<file path="config.mk">
export PLATFORM = sky130hd
export DESIGN_NAME = irq_prio_resolver
export DESIGN_NICKNAME = d
export VERILOG_FILES = /design/src/rtl/irr_pkg.sv /design/src/rtl/irr_cand_filter.sv /design/src/rtl/irr_tree.sv /design/src/rtl/irr_out_reg.sv /design/src/rtl/irq_prio_resolver.sv
export SDC_FILE = /design/constraint.sdc
export NUM_CORES = 1
export LEC_CHECK = 0
export CAP_MARGIN = 20
export CORE_AREA = 8 8 331 333
export DETAILED_ROUTE_END_ITERATION = 12
export DIE_AREA = 0 0 339 341
export PLACE_DENSITY = 0.58
export SYNTH_ARGS = -nofsm -noshare
export SYNTH_HDL_FRONTEND = slang
export SYNTH_SLANG_ARGS = --single-unit
</file>
<file path="constraint.sdc">
create_clock -name clk -period 0.8 [get_ports clk]
set_input_delay 0.08 -clock clk [delete_from_list [all_inputs] [get_ports clk]]
set_output_delay 0.08 -clock clk [all_outputs]
set_load 0.1 [all_outputs]
</file>
<file path="src/rtl/irr_pkg.sv">
package irr_pkg;

  localparam int BANK_LINES = 32;
  localparam int PRIO_MAX_W = 8;

  // Eligible lines of one bank for the class being resolved.
  function automatic logic [BANK_LINES-1:0] bank_eligible(
    input logic [BANK_LINES-1:0] pend,
    input logic [BANK_LINES-1:0] msk,
    input logic [BANK_LINES-1:0] steer,
    input logic                  fast
  );
    logic [BANK_LINES-1:0] cls;
    cls = fast ? steer : ~steer;
    return pend & ~msk & cls;
  endfunction

  // Node decision: 1 takes the higher-numbered (right) child.
  // Equal priorities go right, which mirrors an ascending <= scan.
  function automatic logic prefer_right(
    input logic                  lv,
    input logic [PRIO_MAX_W-1:0] lp,
    input logic                  rv,
    input logic [PRIO_MAX_W-1:0] rp
  );
    return rv && (!lv || (rp <= lp));
  endfunction

  // Global line number from bank and bit.
  function automatic int global_line(input int bank, input int bit_pos);
    return bank * BANK_LINES + bit_pos;
  endfunction

endpackage

</file>
<file path="src/rtl/irr_cand_filter.sv">
module irr_cand_filter
  import irr_pkg::*;
#(
  parameter int NUM_BANKS = 3,
  localparam int NLINES   = NUM_BANKS * BANK_LINES
) (
  input  logic              fast_class,
  input  logic [NLINES-1:0] pend,
  input  logic [NLINES-1:0] msk,
  input  logic [NLINES-1:0] steer,
  output logic [NLINES-1:0] cand
);

  for (genvar b = 0; b < NUM_BANKS; b++) begin : g_bank
    localparam int BASE = global_line(b, 0);
    assign cand[BASE +: BANK_LINES] = bank_eligible(pend[BASE +: BANK_LINES],
                                                    msk[BASE +: BANK_LINES],
                                                    steer[BASE +: BANK_LINES],
                                                    fast_class);
  end

endmodule

</file>
<file path="src/rtl/irr_tree.sv">
module irr_tree
  import irr_pkg::*;
#(
  parameter int NLINES = 96,
  parameter int PRIO_W = 6,
  parameter int IDX_W  = 7
) (
  input  logic [NLINES-1:0]        cand,
  input  logic [NLINES*PRIO_W-1:0] prio,
  output logic                     root_valid,
  output logic [PRIO_W-1:0]        root_prio,
  output logic [IDX_W-1:0]         root_idx
);

  localparam int LVLS  = $clog2(NLINES);
  localparam int NLEAF = 1 << LVLS;
  localparam int NNODE = 2 * NLEAF;

  // Heap layout: node 1 is the root, leaves sit at NLEAF .. NNODE-1,
  // node n has children 2n (lower lines) and 2n+1 (higher lines).
  logic [NNODE-1:0] nv;
  logic [PRIO_W-1:0] np [NNODE];
  logic [IDX_W-1:0]  ni [NNODE];

  assign nv[0] = 1'b0;
  assign np[0] = '0;
  assign ni[0] = '0;

  for (genvar g = 0; g < NLEAF; g++) begin : g_leaf
    if (g < NLINES) begin : g_real
      assign nv[NLEAF+g] = cand[g];
      assign np[NLEAF+g] = prio[g*PRIO_W +: PRIO_W];
      assign ni[NLEAF+g] = IDX_W'(g);
    end else begin : g_pad
      assign nv[NLEAF+g] = 1'b0;
      assign np[NLEAF+g] = '0;
      assign ni[NLEAF+g] = '0;
    end
  end

  for (genvar n = 1; n < NLEAF; n++) begin : g_node
    logic take_r;
    assign take_r = prefer_right(nv[2*n],   PRIO_MAX_W'(np[2*n]),
                                 nv[2*n+1], PRIO_MAX_W'(np[2*n+1]));
    assign nv[n] = nv[2*n] | nv[2*n+1];
    assign np[n] = take_r ? np[2*n+1] : np[2*n];
    assign ni[n] = take_r ? ni[2*n+1] : ni[2*n];
  end

  assign root_valid = nv[1];
  assign root_prio  = np[1];
  assign root_idx   = ni[1];

  // Root against every leaf: nothing more urgent, no higher tied line.
  always_comb begin
    for (int i = 0; i < NLINES; i++) begin
      if (cand[i]) begin
        p_found_any_r6: assert (root_valid);
        p_no_better_prio_r2: assert (prio[i*PRIO_W +: PRIO_W] >= root_prio);
        p_tie_high_index_r3: assert (prio[i*PRIO_W +: PRIO_W] != root_prio
                                     || IDX_W'(i) <= root_idx);
      end
    end
  end

endmodule

</file>
<file path="src/rtl/irr_out_reg.sv">
module irr_out_reg #(
  parameter int IDX_W = 7
) (
  input  logic             clk,
  input  logic             rst_n,
  input  logic             in_valid,
  input  logic [IDX_W-1:0] in_idx,
  output logic             out_any,
  output logic [IDX_W-1:0] out_line
);

  always_ff @(posedge clk or negedge rst_n) begin
    if (!rst_n) begin
      out_any  <= 1'b0;
      out_line <= '0;
    end else begin
      out_any  <= in_valid;
      out_line <= in_valid ? in_idx : '0;
    end
  end

  p_empty_zero_r5: assert property (@(posedge clk) disable iff (!rst_n)
    !out_any |-> out_line == '0);

  p_follow_r7: assert property (@(posedge clk) disable iff (!rst_n)
    in_valid |=> (out_any && out_line == $past(in_idx)));

endmodule

</file>
<file path="src/rtl/irq_prio_resolver.sv">
module irq_prio_resolver
  import irr_pkg::*;
#(
  parameter int  NUM_BANKS = 3,
  parameter int  PRIO_W    = 6,
  localparam int NLINES    = NUM_BANKS * BANK_LINES,
  localparam int IDX_W     = $clog2(NLINES)
) (
  input  logic                     clk,
  input  logic                     rst_n,
  input  logic                     fast_class,
  input  logic [NLINES-1:0]        line_pending,
  input  logic [NLINES-1:0]        line_mask,
  input  logic [NLINES-1:0]        line_steer,
  input  logic [NLINES*PRIO_W-1:0] line_prio,
  output logic [IDX_W-1:0]         win_line,
  output logic                     win_any
);

  logic [NLINES-1:0] cand_vec;
  logic              root_valid;
  logic [PRIO_W-1:0] root_prio;
  logic [IDX_W-1:0]  root_idx;

  irr_cand_filter #(.NUM_BANKS(NUM_BANKS)) u_filter (
    .fast_class (fast_class),
    .pend       (line_pending),
    .msk        (line_mask),
    .steer      (line_steer),
    .cand       (cand_vec)
  );

  irr_tree #(.NLINES(NLINES), .PRIO_W(PRIO_W), .IDX_W(IDX_W)) u_tree (
    .cand       (cand_vec),
    .prio       (line_prio),
    .root_valid (root_valid),
    .root_prio  (root_prio),
    .root_idx   (root_idx)
  );

  irr_out_reg #(.IDX_W(IDX_W)) u_out (
    .clk      (clk),
    .rst_n    (rst_n),
    .in_valid (root_valid),
    .in_idx   (root_idx),
    .out_any  (win_any),
    .out_line (win_line)
  );

  // The chosen leaf must be pending, unmasked and of the resolved class.
  p_winner_eligible_r9: assert property (@(posedge clk) disable iff (!rst_n)
    root_valid |-> (line_pending[root_idx] && !line_mask[root_idx]));

  p_winner_class_r1: assert property (@(posedge clk) disable iff (!rst_n)
    root_valid |-> (line_steer[root_idx] == fast_class));

  p_any_tracks_r6: assert property (@(posedge clk) disable iff (!rst_n)
    (|cand_vec) |=> win_any);

endmodule

</file>
Word level (Yosys, flattened, before mapping) --
Index checks and enable logic that the tools add are counted.
Word-level totals: word-level logic and storage cells 682, output and inout port bits 8, bits of input ports 867, flip-flop bits (word level) 8
Operators by class: magnitude comparators 95, reductions and logical operators 285, muxes and demuxes 193, bitwise gates (word level) 107
Operator list (number):
- $le A6 B6 Y1 | 95
- $mux W6 | 95
- $and A32 B32 Y32 | 6
- $not A32 Y32 | 6
- $mux W7 | 15
- $mux W32 | 3
- $logic_and A1 B1 Y1 | 95
- $logic_not A1 Y1 | 95
- $logic_or A1 B1 Y1 | 95
- $or A1 B1 Y1 | 95
- $mux W1 | 48
- $mux W2 | 18
- $mux W3 | 8
- $mux W4 | 4
- $mux W5 | 2

Longest topological paths before layout --
Gate-level depths: netlist of run 1.
depth after elaboration 32, gate-level depth with buffers 81, mapped depth without buffers 75

Modules after synthesis --
From an unflattened synthesis of run 1, not the netlist that was laid out.
Unflattened totals: cell total of the unflattened synthesis 3461, area, all modules 25124.1 µm²
Modules (own cells, without submodules):
- irr_tree | cells an instance 3243, area each 23029.6 µm², instances 1
- irr_cand_filter | cells an instance 203, area each 1850.5 µm², instances 1
- irr_out_reg | cells an instance 15, area each 244.0 µm², instances 1

Worst setup path before layout of run 1 --
No wires, ideal clock.
path type input port to flip-flop, from input fast_class, to register u_out.out_line[2], path buffers 14, setup time 131 ps, slack -13167 ps, stages on the path 75, arrival 13836 ps, cells stage by stage buf_6 -> buf_6 -> buf_4 -> buf_4 -> buf_4 -> buf_2 -> buf_2 -> buf_2 -> buf_4 -> xor2_1 -> nor4_1 -> nor3_1 -> mux2i_1 -> ha_1 -> nor2b_1 -> o21a_1 -> o21ai_0 -> nand2b_1 -> [... 39 more ...] -> a21oi_1 -> o31ai_1 -> inv_1 -> or4_1 -> o221ai_1 -> ha_1 -> nor2b_1 -> o21a_1 -> o21a_1 -> o21ai_0 -> nand2b_1 -> a21oi_1 -> o31a_1 -> clkbuf_1 -> nor2_1 -> nand2_1 -> mux2i_1 -> or3_1
Between the ends: word-level cells in the longest chain between the ends 31, elaborated cells on any way between the ends 551, those cells by class order compare (47); mux (121); bitwise (98); reduce/logical (285)
Ends and longest elaborated chain:
- start, declared | line irq_prio_resolver.sv:11 | input logic fast_class,
- $mux W32 | line irr_pkg.sv:14 | cls = fast ? steer : ~steer;
- $and A32 B32 Y32 | line irr_pkg.sv:15 | return pend & ~msk & cls;
- $logic_not A1 Y1 | line irr_pkg.sv:26 | return rv && (!lv || (rp <= lp));
- $logic_or A1 B1 Y1 | line irr_pkg.sv:26
- $logic_and A1 B1 Y1 | line irr_pkg.sv:26
- $mux W6 | line irr_tree.sv:46 | assign np[n] = take_r ? np[2*n+1] : np[2*n];
- $le A6 B6 Y1 | line irr_pkg.sv:26
- $logic_or A1 B1 Y1 | line irr_pkg.sv:26
- [... 15 more ...]
- $logic_or A1 B1 Y1 | line irr_pkg.sv:26
- $logic_and A1 B1 Y1 | line irr_pkg.sv:26
- $mux W6 | line irr_tree.sv:46
- $le A6 B6 Y1 | line irr_pkg.sv:26
- $logic_or A1 B1 Y1 | line irr_pkg.sv:26
- $logic_and A1 B1 Y1 | line irr_pkg.sv:26
- $mux W7 | line irr_tree.sv:47 | assign ni[n] = take_r ? ni[2*n+1] : ni[2*n];
- $mux W7 (*) | line irr_out_reg.sv:18 | out_line <= in_valid ? in_idx : '0;
- end signal, assigned | line irr_out_reg.sv:18
- end, declared | line irr_out_reg.sv:9 | output logic [IDX_W-1:0] out_line
Every way passes the cells marked *; elsewhere a longest branch is shown, timed or not.

Final worst setup path of run 1 --
from input line_prio[221], to register u_out.out_line[2]
Between the ends: word-level cells in the longest chain between the ends 29, elaborated cells on any way between the ends 33, those cells by class order compare (7); mux (12); reduce/logical (14)
Ends and longest elaborated chain:
- start, declared | line irq_prio_resolver.sv:15 | input logic [NLINES*PRIO_W-1:0] line_prio,
- $le A6 B6 Y1 | line irr_pkg.sv:26
- $logic_or A1 B1 Y1 | line irr_pkg.sv:26
- $logic_and A1 B1 Y1 | line irr_pkg.sv:26
- $mux W6 (*) | line irr_tree.sv:46
- $le A6 B6 Y1 | line irr_pkg.sv:26
- $logic_or A1 B1 Y1 | line irr_pkg.sv:26
- $logic_and A1 B1 Y1 | line irr_pkg.sv:26
- $mux W6 (*) | line irr_tree.sv:46
- [... 13 more ...]
- $logic_or A1 B1 Y1 | line irr_pkg.sv:26
- $logic_and A1 B1 Y1 | line irr_pkg.sv:26
- $mux W6 | line irr_tree.sv:46
- $le A6 B6 Y1 | line irr_pkg.sv:26
- $logic_or A1 B1 Y1 | line irr_pkg.sv:26
- $logic_and A1 B1 Y1 | line irr_pkg.sv:26
- $mux W7 (*) | line irr_tree.sv:47
- $mux W7 (*) | line irr_out_reg.sv:18
Marks and branches as above.

==> results of run 1 <==
-- power by group --
group          leakage (uW)  internal (uW)  total (uW)  switching (uW)
Clock             0.0000382            665         878             213
Sequential        0.0000845            730         923             193
Combinational        0.0258          45900       85500           39500
-- layout by cell type (no fill, tap or decap), types with 58 or more instances in the layout --
| cell | instances |
|---|---|
| nor2_1 | 219 |
| a21oi_2 | 68 |
| mux2i_1 | 195 |
| clkdlybuf4s50_1 | 709 |
| nand2b_1 | 82 |
| nand2_1 | 248 |
| dlygate4sd2_1 | 81 |
| ha_4 | 88 |
| nor2b_1 | 106 |
| o21a_1 | 148 |
| inv_1 | 493 |
| nand4_1 | 78 |
| o21ai_0 | 136 |
| buf_4 | 1624 |
| ha_1 | 429 |
| buf_6 | 59 |
| a21oi_1 | 155 |
| xor2_1 | 58 |
-- flip-flops by register name (all words and copies together) (netlist names) --
register        cells
u_out.out_any       1
u_out.out_line      7
-- repair_timing --
| action | 4_1_cts | 5_1_grt |
|---|---|---|
| setup endpoints to repair | 16 | 16 |
| gates cloned | 1 | 1 |
| resized for setup | 702 | 326 |
| pin swaps | 293 | 203 |
| buffers inserted | 207 | 74 |
-- area by class of cell --
cell class | instances | area (um^2)
multi-input cells | 3089 | 27600
inverters | 544 | 2080
flip-flops and latches | 8 | 209
repair inverters | 1 | 8.76
repair buffers | 2566 | 21800
clock buffers | 4 | 78.8
fillers | 9823 | 50800
well taps | 1391 | 1740
diodes | 14 | 35.0
-- metrics by stage --
step | hold slack, ps | instances | area (um^2)
finish | 128 | 7617 | 53600
global route | 143 | 7613 | 53600
CTS | 132 | 7530 | 51600
detailed placement | 382 | 7324 | 47700
global placement | 380 | 7324 | 47700
floorplan | -216 | 3707 | 26900
-- layer usage --
| metal | GRT usage | wire length (um) | up-vias |
|---|---|---|---|
| met3 | 0.0319 | 6400 | 198 |
| met4 | 0.0499 | 4100 | 12 |
| met2 | 0.439 | 73700 | 917 |
| met5 | 0 | 69 | - |
| met1 | 0.247 | 55100 | 17000 |
| li1 | - | - | 18500 |
-- worst max-delay path, delay by kind of cell --
kind                       cells  cell delay (ps)
muxes                          4             1250
and+or+nand+nor               18             3040
buffers and inverters          6             1170
adders and majority gates      7             1850
AOI/OAI and AO/OA             25             4280
-- how the worst max path moves through the flow --
stage | from | to
after global routing | line_prio[221] | u_out.out_line[2]
after detailed placement | line_prio[133] | u_out.out_line[3]
after floorplan | fast_class | u_out.out_line[2]
after CTS | line_prio[229] | u_out.out_line[2]
after global placement | line_prio[133] | u_out.out_line[2]
final | line_prio[221] | u_out.out_line[2]
-- logic make-up after synthesis --
family | share of synthesized area
AOI/OAI and AO/OA | 0.266
xor gates and xnor gates | 0.0389
adders and majority gates | 0.261
buffers and inverters | 0.0901
DFF | 0.00769
muxes | 0.128
and+or+nand+nor | 0.209
==> flow_summary_export.csv, run 1 <==
group,metric,value,unit
synthesis,ys_seq_area_frac,0.00769,
setup_path,cp_slowest_stage_delay,570,ps
global_routing,track_usage,0.222,
pwr,power,87300,uW
cts,clkTransAtPathRegs,40,ps
floorplan,die_y,341,um
synthesis,yosysWarnings,0,
routing,via_per_inst,4.80,
global_routing,grt_max_degree,34,
setup_path,cp_slowest_cell,"or4b_4",
setup_path,path_class,"input port to flip-flop",
floorplan,core,0.104,mm^2
setup_path,crit_required,900,ps
setup_path,worstPathMaxFanout,7,
sta,max_freq,86.3,MHz
placed_design,post-place-ws,-11690,ps
routing,first_iter_violations,1341,
synthesis,ys_types,108,
cts,htreeDepth,1,
synthesis,syn_area_per_cell,7.02,um^2
sta,finalHoldViolCount,0,
routing,postRouteAntennaNets,0,
floorplan,dieArea,0.116,mm^2
synthesis,yosysMostFrequentCell,"inv_1",
layout,syn2layout_area_growth,106,%
floorplan,rows,119,
run_status,violations,"setup timing",
worst_hold_path,hp-class,"input port to asynchronous set/reset pin",
cts,cts_buffers,3,
setup_path,end_kind,"flip-flop",
setup_path,critPathMostFrequentCell,"o21a_1",
sta,slew_headroom,0.491,
synthesis,syn_nets,5112,
synthesis,ys_async_sr_fraction,1.00,
cts,cts_tree,"done",
layout,fin_util,0.514,
synthesis,syn_area,0.0260,mm^2
floorplan,ios,875,
synthesis,yosys_most_used_dff,"dfrtp_1",
cts,clockBufferDepth,2,
synthesis,ys_seq_elements,8,
floorplan,die_w,339,um
cts,cts_root_buffer,"clkbuf_16",
floorplan,initial_core_util,0.249,
pwr,irDropWorstVdd,3.89,mV
sta,finalCritPeriodShare,14.5,
routing,routedWlPerCell,18.3,um
routing,wirelength,139000,um
cts,ctsHoldBuffers,0,
layout,drive_gt1_frac,0.393,
placed_design,dpl.hpwl,121000,um
sta,fin_tns_setup,-77500,ps
synthesis,synth_top_cell_by_area,"ha_1",
sta,rsz0062_at_grt,"true",
global_routing,grt_first_pass_wirelength,208000,um
sta,period_minus_slack,11580,ps
synthesis,yosys-top-cells-area,"ha_1, mux2i_1, inv_1",
placed_design,place.gp.congestion,0.959,
global_routing,grt_antenna_before_repair,28,
synthesis,synth_edf_count,0,
global_routing,grt_pass1_vias,38100,
sta,timing.final.ws_setup,-10780,ps
global_routing,overflow,0,
pwr,power.static_leakage,0.0259,uW
run_status,status,"finished, violations left",
sta,worstMarginPinSlew,757,ps
placed_design,port_buffers,874,
job,maxCapViolCount,0,
sta,maxSlewViolCount,0,
setup_path,worstPathArrival,11690,ps
routing,vias,36500,
routing,drt_pass1_iterations,5,
sta,setup_violations,16,
routing,drcViolationCount,0,
cts,clock-sinks,8,
synthesis,synthTopCellsByCount,"inv_1, ha_1, nand2_1, mux2i_1, nor2_1",
layout,final_nets,7618,
synthesis,synthDominantCellAreaShare,0.259,
synthesis,synth_cells,3707,
setup_path,critPathLaunchType,"input port",
pwr,p_per_area,1630,mW/mm^2
(Power assumes the default switching activity.)
==> run 2, diff against run 1 <==
--- a/config.mk
+++ b/config.mk
@@ -9,7 +9,8 @@
 export CORE_AREA = 8 8 331 333
 export DETAILED_ROUTE_END_ITERATION = 12
 export DIE_AREA = 0 0 339 341
-export PLACE_DENSITY = 0.58
+export PLACE_DENSITY = 0.56
+export SKIP_LAST_GASP = 1
 export SYNTH_ARGS = -nofsm -noshare
 export SYNTH_HDL_FRONTEND = slang
 export SYNTH_SLANG_ARGS = --single-unit
==> constraint.sdc (replaced) <==
create_clock -name clk -period 13.6 [get_ports clk]
set_input_delay 1.36 -clock clk [delete_from_list [all_inputs] [get_ports clk]]
set_output_delay 1.36 -clock clk [all_outputs]
set_load 0.1 [all_outputs]
==> flow_summary_export.csv, run 2 (synthesis gave the netlist of run 1 again) <==
group,metric,value,unit
run_status,status,"finished, final reports clean",
setup_path,cp_num_buf_inv,12,
global_routing,grt_pass1_vias,31400,
sta,rsz0062_at_grt,"true",
sta,slew_headroom,0.0920,
setup_path,worstPathArrival,13300,ps
sta,max_freq,75.8,MHz
floorplan,die_w,339,um
setup_path,cp_top_family,"compound AO/OA/AOI/OAI gates",
floorplan,initial_core_util,0.249,
cts,clockBufferDepth,2,
setup_path,cp_slowest_cell,"clkdlybuf4s50_1",
setup_path,path_class,"input port to flip-flop",
layout,final_common_cell,"clkdlybuf4s50_1",
routing,drt_pass1_iterations,5,
sta,finalHoldViolCount,0,
global_routing,track_usage,0.206,
layout,reg_top3,"u_out.out_line x7, u_out.out_any x1",
floorplan,dieArea,0.116,mm^2
routing,routedWlPerCell,20.4,um
setup_path,critPathMostFrequentCell,"o21a_1",
setup_path,critPathLaunchType,"input port",
placed_design,place.gp.congestion,0.945,
floorplan,ios,875,
setup_path,crit_required,13710,ps
cts,cts_tree,"done",
sta,hold_slack,1440,ps
layout,finalInstanceArea,0.0415,mm^2
routing,vias,31400,
routing,drcViolationCount,0,
cts,htreeDepth,1,
setup_path,end_kind,"flip-flop",
cts,clock-sinks,8,
sta,finalCritPeriodShare,0.970,
sta,period_minus_slack,13190,ps
pwr,irDropWorstVdd,0.169,mV
global_routing,grt_first_pass_wirelength,187000,um
layout,syn2layout_area_growth,59.3,%
layout,mostFrequentLayoutCells,"clkdlybuf4s50_1, inv_1, ha_1, buf_4, nand2_1",
setup_path,cp_slowest_stage_delay,540,ps
routing,first_iter_violations,1193,
placed_design,port_buffers,874,
sta,setup_violations,0,
layout,drive_gt1_frac,0.169,
placed_design,dpl.hpwl,117000,um
layout,fill_cells,10900,
pwr,p_per_area,103,mW/mm^2
global_routing,grt_max_degree,71,
layout,largest-register,"u_out.out_line",
cts,cts_buffers,3,
global_routing,grt_antenna_before_repair,36,
sta,maxSlewViolCount,0,
routing,via_per_inst,4.94,
layout,largest_reg_flops,7,
pwr,power.static_leakage,0.0190,uW
routing,wirelength,130000,um
floorplan,die_y,341,um
worst_hold_path,hp-class,"input port to asynchronous set/reset pin",
cts,cts_root_buffer,"clkbuf_16",
sta,worstMarginPinSlew,1350,ps
routing,postRouteAntennaNets,0,
global_routing,overflow,0,
floorplan,rows,119,
job,maxCapViolCount,0,
cts,clkTransAtPathRegs,40,ps
floorplan,core,0.104,mm^2
placed_design,postPlaceCellArea,0.0389,mm^2
setup_path,worstPathMaxFanout,8,
sta,fin_tns_setup,0,ps
layout,final_nets,6347,
run 2: report_power, final:
group,switching (uW),internal [uW],leakage [uW],total [uW]
Combinational,2070,2080,0.0189,4140
Sequential,11.6,46.8,0.0000908,58.5
Clock,11.5,37.9,0.0000371,49.4
run 2: what timing repair did:
item                                    CTS  global route
hold endpoints to repair                  0             0
pin swaps                                 4           126
resized for setup                        42           394
hold buffers                              0             0
endpoints found under the setup margin    7             7
cloned                                    1             1
setup buffers                             6            90
run 2: final cells by class:
type	instances	area, um^2	share of cell area
Multi-Input combinational cell	3089	25300	0.609
Sequential cell	8	200	0.00483
Inverter	544	2050	0.0494
Tap cell	1391	1740	0.0420
Clock buffer	3	75.1	0.00181
Antenna cell	18	45.0	0.00109
Timing Repair Buffer	1296	12100	0.292
run 2: metrics by stage:
stage,utilization,total power [uW],setup slack (ps),cells
after floorplan,-,2160,2.59,3707
after global placement,0.372,3690,-581,6229
after detailed placement,0.372,3710,-721,6229
after CTS,0.375,3830,1.96,6239
after global routing,0.397,4680,-246,6344
final,0.397,4250,411,6349
run 2: routing by layer:
metal / vias to the layer above / wire length [um] / share of wire / GRT usage
li1: 15900 / - / - / -
met1: 14500 / 52400 / 0.40 / 0.234
met2: 782 / 66700 / 0.51 / 0.392
met3: 156 / 6440 / 0.050 / 0.0346
met4: 16 / 3990 / 0.031 / 0.0554
met5: - / 104 / 0.00080 / 0
run 2: path summary, 6_finish.rpt:
check	start	end	slack, ps	depth (start not counted)
max in group asynchronous	rst_n	u_out.out_line[6]	11860	1
setup / recovery	line_prio[355]	u_out.out_line[2]	410	66
min in group clk	u_out.out_line[4]	win_line[4]	2200	1
hold / removal	rst_n	u_out.out_line[2]	1440	1
